===== config.mk =====
export PLATFORM = sky130hd
export DESIGN_NAME = fsr_ctrl
export DESIGN_NICKNAME = d
export VERILOG_FILES = /design/src/rtl/fsr_pkg.sv /design/src/rtl/fsr_spi_rx.sv /design/src/rtl/fsr_prot_map.sv /design/src/rtl/fsr_busy_timer.sv /design/src/rtl/fsr_ctrl.sv
export SDC_FILE = /design/constraint.sdc
export NUM_CORES = 1
export LEC_CHECK = 0
export ABC_CLOCK_PERIOD_IN_PS = 3580
export BUFFER_PORTS_ARGS = -buffer_cell sky130_fd_sc_hd__buf_2
export CAP_MARGIN = 25
export CORE_ASPECT_RATIO = 0.5
export CORE_MARGIN = 2
export CORE_UTILIZATION = 35
export DETAILED_ROUTE_END_ITERATION = 8
export GPL_TIMING_DRIVEN = 0
export PLACE_DENSITY_LB_ADDON = 0.05
export SLEW_MARGIN = 15
export SYNTH_ARGS = -nofsm -noshare
export SYNTH_HDL_FRONTEND = slang
export SYNTH_SLANG_ARGS = --single-unit

===== constraint.sdc =====
create_clock -name clk -period 3.58 [get_ports clk]
set_input_delay 0.716 -clock clk [delete_from_list [all_inputs] [get_ports clk]]
set_output_delay 0.716 -clock clk [all_outputs]
set_load 0.01 [all_outputs]

===== src/rtl/fsr_pkg.sv =====
// Shared opcodes for the serial flash status/protect controller.
// Assumes byte-wide opcodes sent most significant bit first.
package fsr_pkg;
    typedef enum logic [7:0] {
        OP_WREN = 8'h06,
        OP_WRDI = 8'h04,
        OP_RDSR = 8'h05,
        OP_WRSR = 8'h01,
        OP_PP   = 8'h02,
        OP_SE   = 8'h20,
        OP_BE   = 8'h52,
        OP_CE   = 8'hC7
    } fsr_op_e;
endpackage


===== src/rtl/fsr_spi_rx.sv =====
// Serial slave front end: synchronises the pins into clk, frames bytes,
// keeps opcode / address / first argument, and streams a status byte.
// Assumes sck slower than clk/6 and mosi stable around rising sck.
module fsr_spi_rx
    import fsr_pkg::*;
#(
    parameter int NB_W = 9
) (
    input  logic            clk,
    input  logic            rst_n,
    input  logic            cs_n,
    input  logic            sck,
    input  logic            mosi,
    input  logic [7:0]      status_i,
    output logic            miso,
    output logic            frame_end,
    output logic            whole,
    output logic [7:0]      opcode,
    output logic [23:0]     addr,
    output logic [7:0]      arg,
    output logic [NB_W-1:0] nbytes
);
    logic [2:0] cs_q, sck_q;
    logic [1:0] mosi_q;
    logic [2:0] bit_cnt;
    logic [6:0] shreg;
    logic       rd_mode;
    logic [7:0] shadow;
    logic [7:0] nb_w;
    logic       sck_rise, deselected;

    assign sck_rise   = sck_q[1] & ~sck_q[2];
    assign frame_end  = cs_q[1] & ~cs_q[2];
    assign deselected = cs_q[1] & cs_q[2];
    assign nb_w       = {shreg, mosi_q[1]};
    assign whole      = (bit_cnt == 3'd0) && (nbytes != '0);
    assign miso       = rd_mode ? shadow[3'd7 - bit_cnt] : 1'b0;

    // Purpose: bring the asynchronous serial pins into the clk domain.
    always_ff @(posedge clk) begin
        if (!rst_n) begin
            cs_q   <= 3'b111;
            sck_q  <= 3'b000;
            mosi_q <= 2'b00;
        end else begin
            cs_q   <= {cs_q[1:0], cs_n};
            sck_q  <= {sck_q[1:0], sck};
            mosi_q <= {mosi_q[0], mosi};
        end
    end

    // Purpose: count bits and bytes, capture fields, refresh the status shadow.
    always_ff @(posedge clk) begin
        if (!rst_n) begin
            bit_cnt <= '0;
            shreg   <= '0;
            nbytes  <= '0;
            opcode  <= '0;
            addr    <= '0;
            arg     <= '0;
            rd_mode <= 1'b0;
            shadow  <= '0;
        end else if (deselected) begin
            bit_cnt <= '0;
            nbytes  <= '0;
            rd_mode <= 1'b0;
        end else if (!cs_q[1] && sck_rise) begin
            bit_cnt <= bit_cnt + 3'd1;
            shreg   <= nb_w[6:0];
            if (bit_cnt == 3'd7) begin
                if (nbytes != '1)
                    nbytes <= nbytes + NB_W'(1);
                if (nbytes == '0)
                    opcode <= nb_w;
                if (nbytes == NB_W'(1))
                    arg <= nb_w;
                if (nbytes >= NB_W'(1) && nbytes <= NB_W'(3))
                    addr <= {addr[15:0], nb_w};
                if ((nbytes == '0) ? (nb_w == OP_RDSR) : rd_mode) begin
                    rd_mode <= 1'b1;
                    shadow  <= status_i;
                end
            end
        end
    end

    AST_MISO_IDLE: assert property (@(posedge clk) disable iff (!rst_n)
        deselected |=> !miso);
endmodule


===== src/rtl/fsr_prot_map.sv =====
// Protected-region decode: maps the 3-bit protect level and an address to
// a hit flag. Guards the top 1, 2, 4... blocks; level 4 and up guard all.
module fsr_prot_map #(
    parameter int ADDR_W  = 17,
    parameter int BLK_LOG = 15
) (
    input  logic [2:0]        level,
    input  logic [ADDR_W-1:0] addr,
    output logic              hit
);
    localparam int BLK_W = ADDR_W - BLK_LOG;
    localparam int NBLK  = 1 << BLK_W;

    // Purpose: number of guarded top blocks, then compare the block index.
    always_comb begin
        int nprot;
        if (level == 3'd0)
            nprot = 0;
        else if (level[2] || (int'(level) - 1 >= BLK_W))
            nprot = NBLK;
        else
            nprot = 1 << (int'(level) - 1);
        hit = (int'({1'b0, addr[ADDR_W-1:BLK_LOG]}) >= (NBLK - nprot));
    end
endmodule


===== src/rtl/fsr_busy_timer.sv =====
// Stand-in for the array: a load-and-count-down timer. busy is high while
// the count is non-zero; done marks its last busy cycle. Load must be >= 1.
module fsr_busy_timer #(
    parameter int CNT_W = 13
) (
    input  logic             clk,
    input  logic             rst_n,
    input  logic             start,
    input  logic [CNT_W-1:0] load,
    output logic             busy,
    output logic             done
);
    logic [CNT_W-1:0] cnt;

    assign busy = (cnt != '0);
    assign done = (cnt == CNT_W'(1));

    // Purpose: load on a grant, otherwise count down to idle.
    always_ff @(posedge clk) begin
        if (!rst_n)
            cnt <= '0;
        else if (start)
            cnt <= load;
        else if (busy)
            cnt <= cnt - CNT_W'(1);
    end

    AST_START_WHEN_IDLE: assert property (@(posedge clk) disable iff (!rst_n)
        start |-> !busy);
    AST_DONE_ENDS_BUSY: assert property (@(posedge clk) disable iff (!rst_n)
        done |=> !busy);
endmodule


===== src/rtl/fsr_ctrl.sv =====
// Top: status word, write-enable latch, lock and protect level, and the
// grant decision made when chip select rises. Assumes wp_n changes slowly.
module fsr_ctrl
    import fsr_pkg::*;
#(
    parameter int ADDR_W     = 17,
    parameter int BLK_LOG    = 15,
    parameter int PAGE_BYTES = 256,
    parameter int T_PROG     = 2000,
    parameter int T_ERASE    = 8000,
    parameter int T_WRSR     = 500
) (
    input  logic clk,
    input  logic rst_n,
    input  logic cs_n,
    input  logic sck,
    input  logic mosi,
    input  logic wp_n,
    output logic miso,
    output logic busy
);
    localparam int T_A   = (T_PROG > T_ERASE) ? T_PROG : T_ERASE;
    localparam int T_MAX = (T_A > T_WRSR) ? T_A : T_WRSR;
    localparam int CNT_W = $clog2(T_MAX + 1);
    localparam int NB_W  = $clog2(PAGE_BYTES + 6);

    logic             lock_q, wel_q;
    logic [2:0]       level_q;
    logic [1:0]       wp_q;
    logic [7:0]       status;
    logic             frame_end, whole, done, prot_hit;
    logic [7:0]       opcode, arg;
    logic [23:0]      addr;
    logic [NB_W-1:0]  nbytes;
    logic             grant, set_wel, clr_wel, sr_write;
    logic [CNT_W-1:0] load;

    assign status = {lock_q, 2'b00, level_q, wel_q, busy};

    fsr_spi_rx #(.NB_W(NB_W)) u_rx (
        .clk(clk), .rst_n(rst_n), .cs_n(cs_n), .sck(sck), .mosi(mosi),
        .status_i(status), .miso(miso), .frame_end(frame_end), .whole(whole),
        .opcode(opcode), .addr(addr), .arg(arg), .nbytes(nbytes)
    );

    fsr_prot_map #(.ADDR_W(ADDR_W), .BLK_LOG(BLK_LOG)) u_map (
        .level(level_q), .addr(addr[ADDR_W-1:0]), .hit(prot_hit)
    );

    fsr_busy_timer #(.CNT_W(CNT_W)) u_tmr (
        .clk(clk), .rst_n(rst_n), .start(grant), .load(load),
        .busy(busy), .done(done)
    );

    // Purpose: synchronise the write-protect pin.
    always_ff @(posedge clk) begin
        if (!rst_n) wp_q <= 2'b11;
        else        wp_q <= {wp_q[0], wp_n};
    end

    // Purpose: decide the effect of a finished frame.
    always_comb begin
        grant    = 1'b0;
        set_wel  = 1'b0;
        clr_wel  = 1'b0;
        sr_write = 1'b0;
        load     = CNT_W'(T_ERASE);
        if (frame_end && whole && !busy) begin
            case (opcode)
                OP_WREN: set_wel = (nbytes == NB_W'(1));
                OP_WRDI: clr_wel = (nbytes == NB_W'(1));
                OP_WRSR: begin
                    sr_write = (nbytes == NB_W'(2)) && wel_q && !(lock_q && !wp_q[1]);
                    grant    = sr_write;
                    load     = CNT_W'(T_WRSR);
                end
                OP_PP: begin
                    grant = (nbytes >= NB_W'(5)) && (nbytes <= NB_W'(PAGE_BYTES + 4))
                            && wel_q && !prot_hit;
                    load  = CNT_W'(T_PROG);
                end
                OP_SE, OP_BE: grant = (nbytes == NB_W'(4)) && wel_q && !prot_hit;
                OP_CE:        grant = (nbytes == NB_W'(1)) && wel_q && (level_q == 3'd0);
                default: ;
            endcase
        end
    end

    // Purpose: update the latch, lock bit and protect level.
    always_ff @(posedge clk) begin
        if (!rst_n) begin
            wel_q   <= 1'b0;
            lock_q  <= 1'b0;
            level_q <= 3'd0;
        end else begin
            if (done)         wel_q <= 1'b0;
            else if (set_wel) wel_q <= 1'b1;
            else if (clr_wel) wel_q <= 1'b0;
            if (sr_write) begin
                lock_q  <= arg[7];
                level_q <= arg[4:2];
            end
        end
    end

    AST_GRANT_NEEDS_WEL: assert property (@(posedge clk) disable iff (!rst_n)
        grant |-> wel_q);
    AST_WEL_DROPS_AT_END: assert property (@(posedge clk) disable iff (!rst_n)
        done |=> !wel_q);
    AST_STATUS_LOCKED: assert property (@(posedge clk) disable iff (!rst_n)
        (lock_q && !wp_q[1]) |=> $stable({lock_q, level_q}));
    AST_BUSY_AFTER_FRAME: assert property (@(posedge clk) disable iff (!rst_n)
        $rose(busy) |-> $past(frame_end));
    AST_CHIP_ERASE_UNGUARDED: assert property (@(posedge clk) disable iff (!rst_n)
        ($rose(busy) && $past(opcode) == OP_CE) |-> (level_q == 3'd0));
endmodule


# [Word level (Yosys, flattened, before mapping)]
# Cells that the tools add are included.
[op_classes] n_reduce_logical=38 bitwise_logic=7 n_lt_le_gt_ge=7 muxes=20 eq_ne=14 shift=1 add_sub_neg=6
[ops] cell="32-bit two-way mux" count=2
[ops] cell="13-bit two-way mux" count=3
[ops] cell="3-bit by 32-bit greater-or-equal comparator with 1-bit output" count=1
[ops] cell="32-bit by 3-bit greater-or-equal comparator with 1-bit output (second input constant)" count=1
[ops] cell="1-bit by 32-bit << shifter with 32-bit output (first input constant)" count=1
[ops] cell="4-bit by 32-bit subtractor with 32-bit output (first input constant)" count=1
[ops] cell="13-bit case mux with 2 select lines" count=1
[ops] cell="8-bit by 3-bit equality test with 1-bit output (second input constant)" count=3
[ops] cell="4-bit AND reduction" count=4
[ops] cell="1-bit logical AND" count=15
[ops] cell="13-bit by 1-bit equality test with 1-bit output (second input constant)" count=1
[ops] cell="13-bit nonzero test" count=1
[ops] cell="13-bit by 1-bit subtractor with 13-bit output (second input constant)" count=1
[ops] cell="1-bit two-way mux" count=12
[ops] cell="9-bit by 1-bit adder with 9-bit output (second input constant)" count=1
[ops] cell="9-bit by 1-bit equality test with 1-bit output (second input constant)" count=1
[ops] cell="9-bit by 2-bit equality test with 1-bit output (second input constant)" count=1
[ops] cell="9-bit by 3-bit equality test with 1-bit output (second input constant)" count=1
[ops] cell="9-bit by 1-bit greater-or-equal comparator with 1-bit output (second input constant)" count=1
[ops] cell="9-bit by 3-bit greater-or-equal comparator with 1-bit output (second input constant)" count=1
[ops] cell="9-bit by 2-bit <= comparator with 1-bit output (second input constant)" count=1
[ops] cell="9-bit <= comparator (second input constant)" count=1
[ops] cell="9-bit logical NOT" count=1
[ops] cell="9-bit inequality test (second input constant)" count=1
[ops] cell="other kinds (22)" count=36
[totals] wordCells=109 output_inout_bits=2 ff_bits=87

# [Depth between registers and ports, before layout]
[logic_depth] depth_word=12 mapped_depth=14 depth_no_buf=14

# [Hierarchy]
# A second synthesis with hierarchy kept.
[unflattened] hier_cells=530 hier_area_um2=4744.6
[by_module_without_submodules] mod="fsr_spi_rx" instances=1 area_each_um2=3240.6 cells_each=352 seq_area_each_um2=1521.5
[by_module_without_submodules] mod="fsr_busy_timer" instances=1 area_each_um2=788.3 cells_each=96 seq_area_each_um2=260.2
[by_module_without_submodules] mod="fsr_ctrl" instances=1 area_each_um2=549.3 cells_each=61 seq_area_each_um2=140.1
[by_module_without_submodules] mod="fsr_prot_map" instances=1 area_each_um2=166.4 cells_each=21 seq_area_each_um2=0.0

# [Worst setup path after synthesis]
# OpenSTA, ideal clock, no wires.
[synth_timing] path_type="register to register" start="register level_q[0]" end="register u_tmr.cnt[9]" required_time_ns=3.440 n_path_buf=0 setup_slack_ns=0.532 path_stages_with_launch=14 setup_ns=0.140 arrival_ns=2.908 period_less_slack_ns=3.048 path_cell_list="dfxtp_1 inv_1 ha_1 or3b_2 nor3_1 nand3_1 ha_1 inv_1 ha_1 a21oi_1 or4_1 nor2b_1 nand3_1 o311ai_0"
[synth_between] elab_chain_cells=12
[synth_rtl] item="start, declared" line="fsr_ctrl.sv:28" text="logic [2:0] level_q;"
[synth_rtl] item="start signal, assigned" line="fsr_ctrl.sv:101" text="level_q <= arg[4:2];"
[synth_rtl] item="3-bit by 1-bit subtractor with 4-bit output" line="fsr_prot_map.sv:19, fsr_prot_map.sv:22"
[synth_rtl] item="32-bit by 3-bit greater-or-equal comparator with 1-bit output" line="fsr_prot_map.sv:19" text="else if (level[2] || (int'(level) - 1 >= BLK_W))"
[synth_rtl] item="1-bit logical OR" line="fsr_prot_map.sv:19"
[synth_rtl] item="32-bit two-way mux" line="fsr_prot_map.sv:19"
[synth_rtl] item="32-bit two-way mux" line="fsr_prot_map.sv:17" text="if (level == 3'd0)"
[synth_rtl] item="4-bit by 32-bit subtractor with 32-bit output" line="fsr_prot_map.sv:23" text="hit = (int'({1'b0, addr[ADDR_W-1:BLK_LOG]}) >= (NBLK - nprot));"
[synth_rtl] item="3-bit by 32-bit greater-or-equal comparator with 1-bit output" line="fsr_prot_map.sv:23"
[synth_rtl] item="1-bit logical NOT" line="fsr_ctrl.sv:79, fsr_ctrl.sv:82"
[synth_rtl] item="1-bit logical AND (on tied branches)" line="fsr_ctrl.sv:82, fsr_ctrl.sv:79"
[synth_rtl] item="1-bit case mux with 4 select lines *" line="fsr_ctrl.sv:69" text="case (opcode)"
[synth_rtl] item="1-bit two-way mux *" line="fsr_ctrl.sv:68" text="if (frame_end && whole && !busy) begin"
[synth_rtl] item="13-bit two-way mux or 2-bit nonzero test (tied branches)"
[synth_rtl] item="end signal, assigned" line="fsr_busy_timer.sv:23" text="cnt <= load;"
[synth_rtl] item="end signal, assigned" line="fsr_busy_timer.sv:25" text="cnt <= cnt - CNT_W'(1);"
[synth_rtl] item="end, declared" line="fsr_busy_timer.sv:13" text="logic [CNT_W-1:0] cnt;"
# Every way passes the cells marked *; elsewhere a longest branch is shown, timed or not.
# A chain may end at the register's enable or synchronous reset.

# [Final worst setup path]
[layout_timing] start="register level_q[0]" end="register u_tmr.cnt[12]"
# Same word-level chain as after synthesis.

==> flow_summary_export.csv <==
group,metric,value,unit
run_status,status,"completed",
timing,drv_slew,0,
worst_setup_path,critPathMostFrequentCell,"ha_1",
worst_setup_path,cp_cell_sequence,"inv_1 -> ha_1 -> or3b_2 -> nor3_1 -> nand3_1 -> ha_1 -> inv_1 -> ha_1 -> a21oi_1 -> or4_1 -> nor2b_1 -> nand3_1 -> o211ai_1",
clock_tree,cts.sinks,71,
final_layout,stdcell_count,573,
synthesis,synthArstFlopShare,0,
drt,firstDrtPassIters,4,
die,initial_core_util,0.369,
clock_tree,cts_htree_levels,3,
worst_setup_path,arrival,3.58,ns
timing,fin_worst_skew,0.00703,ns
die,rows,25,
synthesis,synthMuxAreaShare,0.0625,
synthesis,synth_top_flop_cell,"dfxtp_1",
worst_setup_path,crit_family,"simple AND/OR/NAND/NOR gates",
timing,finalSetupViolCount,0,
power_and_ir_drop,leakagePower,1.51,nW
timing,whs,0.412,ns
synthesis,synth_compound_area_frac,0.105,
synthesis,syn_area,3560,sq um
clock_tree,cts_inserted_buffers,9,
drt,route.detailed.drc,0,
timing,max_freq,297,MHz
hold_path,holdPathEnd,"u_rx.cs_q[1]",
final_layout,nNetsFinal,455,
die,coreArea,9670,sq um
hold_path,hp-start,"u_rx.cs_q[0]",
timing,hold_viol,0,
hold_path,hp-class,"flop to flop",
hold_path,whs_path_depth,1,
worst_setup_path,r2r_end,"u_tmr.cnt[12]",
drt,dr.first_iter.drc_count,120,
timing,final.min_clock_period,3.37,ns
synthesis,synth_xor_area_frac,0.0393,
worst_setup_path,cp_max_fo,6,
worst_setup_path,crit_type,"flop to flop",
timing,rsz0062_at_grt,"no",
worst_setup_path,critical_path.max_stage_delay,0.55,ns
clock_tree,clock_latency,0.33,ns
global_route,grt_max_degree,13,
power_and_ir_drop,power.density,554,nW/um^2
drt,wl,8690,microns
synthesis,syn_avg_cell_area,8.57,sq um
drt,ant_nets,0,
global_route,grt_busiest_layer,"met2",
synthesis,synthAdderAreaFrac,0.0527,
die,ios,8,
global_route,grtUsageMet1,0.239,
synthesis,ys_seq_area_frac,0.399,
clock_tree,cts_tree,"done",
die,die-area,11100,sq um
power_and_ir_drop,ir_drop,223,uV
synthesis,synth_edf_count,0,
timing,period_share,0.940,
synthesis,synth_top_family_by_area,"simple AND/OR/NAND/NOR gates",
worst_setup_path,r2r_cells,13,
clock_tree,path_clk_slew,0.06,ns
global_route,grt_pass1_vias,2782,
final_layout,layout_commonest_cell,"dfxtp_1",
global_route,use_met2,0.263,
final_layout,diodes,0,
synthesis,synth_nets,437,
worst_setup_path,startpoint_type,"flop",
clock_tree,clock_path_buffers,2,
drt,vias,2952,
final_layout,drive_above_1_share,0.112,
drt,vias_per_cell,5.15,
synthesis,synthSimpleGateAreaFrac,0.304,
worst_setup_path,r2r_start,"level_q[0]",
place,place_inst,558,
final_layout,final_cell_mix,"71 x dfxtp_1, 52 x nand2_1, 48 x nor2_1",
final_layout,synthToLayoutAreaGrowth,14.6,%
timing,tightest_slew,0.700,ns
drt,routedWlPerCell,15.2,microns
worst_setup_path,ff2ff_setup_slack,0.21,ns
global_route,grt_pass1_wl,14300,microns
global_route,antenna_found_initial,0,
place,gp_congestion,0.836,
clock_tree,ctsHoldBuffers,0,
die,die_h,75.4,microns
global_route,met3_usage,0.0449,
worst_setup_path,cp_num_buf_inv,2,
place,dpl.hpwl,6550,microns
worst_setup_path,critPathSlowestCell,"or4_1",
timing,relSlewSlack,0.527,
place,port_buffers,7,
synthesis,synth-seq-cells,71,
timing,setup_tns,0,ns
clock_tree,root_buffer,"clkbuf_16",
synthesis,synth_cells,416,
die,dieWidth,147,microns
global_route,track_usage,0.170,
worst_setup_path,cp.required,3.79,ns
synthesis,synth_cell_types,59,
synthesis,ys.warnings.count,0,
worst_setup_path,critPathCaptureType,"flop",
global_route,grt_overflow,0,
job,maxCapViolations,0,
[layout make-up]
cell class | count | area [sq um]
Fill cell | 959 | 5580
Multi-Input combinational cell | 315 | 2010
Sequential cell | 71 | 1420
Clock buffer | 9 | 225
Tap cell | 135 | 169
Clock inverter | 6 | 86.3
Buffer | 15 | 78.8
Inverter | 15 | 56.3
Timing Repair Buffer | 7 | 35.0
[worst register-to-register path, cell delays in order, from the launching register on]
cell and delay (ns):
dfxtp_1 0.46, inv_1 0.12, ha_1 0.30, or3b_2 0.44
nor3_1 0.19, nand3_1 0.12, ha_1 0.29, inv_1 0.04
ha_1 0.26, a21oi_1 0.06, or4_1 0.55, nor2b_1 0.18
nand3_1 0.14, o211ai_1 0.10
[worst max path at each step]
stage / start / end / slack, ns / depth (start not counted)
2_1_floorplan: level_q[0] / u_tmr.cnt[9] / 0.53 / 13
3_3_place_gp: level_q[0] / u_tmr.cnt[1] / 0.22 / 12
3_5_place_dp: level_q[0] / u_tmr.cnt[6] / 0.18 / 12
4_1_cts: level_q[0] / u_tmr.cnt[6] / 0.16 / 12
5_1_grt: level_q[1] / u_tmr.cnt[9] / 0.006 / 13
6_report: level_q[0] / u_tmr.cnt[12] / 0.21 / 13
[routing by layer]
metal,vias up,part of all wire
met3,11,0.057
li1,1501,-
met4,0,0.010
met5,-,0
met1,1402,0.52
met2,38,0.41
[where the power goes]
group	switching (mW)	internal, mW
registers	0.0522	0.839
logic	0.249	0.186
clock network	0.334	0.604
[what timing repair did]
action / CTS / global route
buffers inserted: 0 / 0
resized for setup: 0 / 1
endpoints found under the setup margin: 0 / 3
[kinds of logic after synthesis]
family,count (synthesis)
AOI/OAI and AO/OA,59
DFF,71
and+or+nand+nor,204
buffers and inverters,30
muxes,21
adders and majority gates,15
xor gates and xnor gates,16
[per-stage QoR]
stage | util | power [mW] | area (sq um) | setup slack, ns
5_1_grt | 0.423 | 2.38 | 4090 | 0.00648
2_1_floorplan | - | 1.24 | 3560 | 0.532
4_1_cts | 0.422 | 2.29 | 4080 | 0.165
6_report | 0.423 | 2.26 | 4090 | 0.213
3_5_place_dp | 0.390 | 1.34 | 3770 | 0.176
3_3_place_gp | 0.390 | 1.34 | 3770 | 0.221
[synthesized netlist by cell type, types with 2 or more instances]
cell type | count | area [sq um]
xor2_1 | 9 | 78.8
a311oi_1 | 2 | 17.5
a31oi_1 | 4 | 25.0
nor2b_1 | 4 | 25.0
or4bb_1 | 2 | 22.5
a21oi_1 | 29 | 145
nand2_2 | 2 | 12.5
and4_1 | 2 | 17.5
and2_1 | 7 | 43.8
and3_1 | 5 | 31.3
o21ai_0 | 8 | 40.0
or3_1 | 2 | 12.5
dfxtp_1 | 71 | 1420
a21oi_2 | 2 | 17.5
inv_1 | 14 | 52.6
and4b_1 | 2 | 20.0
o311a_1 | 2 | 20.0
ha_1 | 15 | 188
xnor2_1 | 7 | 61.3
buf_2 | 2 | 10.0
a211oi_1 | 2 | 15.0
or4_4 | 2 | 22.5
nand2b_1 | 8 | 50.1
nand3_1 | 28 | 140
mux2i_1 | 20 | 200
or4_1 | 3 | 22.5
nand3b_1 | 2 | 15.0
nor3_1 | 10 | 50.1
or2_2 | 3 | 18.8
nor4_4 | 2 | 42.5
clkbuf_1 | 9 | 33.8
nand4_1 | 4 | 25.0
nand2_1 | 52 | 195
nor4_1 | 6 | 37.5
nor2_1 | 48 | 180
nor4_2 | 2 | 25.0
nor4b_1 | 2 | 17.5
[flip-flops by register name (all words and copies together), names as in the netlist, 2 cells and up]
signal	count
u_rx.arg	4
u_rx.addr	5
level_q	3
u_rx.shadow	6
u_rx.nbytes	9
wp_q	2
u_rx.cs_q	3
u_rx.mosi_q	2
u_rx.shreg	7
u_rx.sck_q	3
u_rx.opcode	8
u_tmr.cnt	13
u_rx.bit_cnt	3
(Power assumes the default switching activity.)
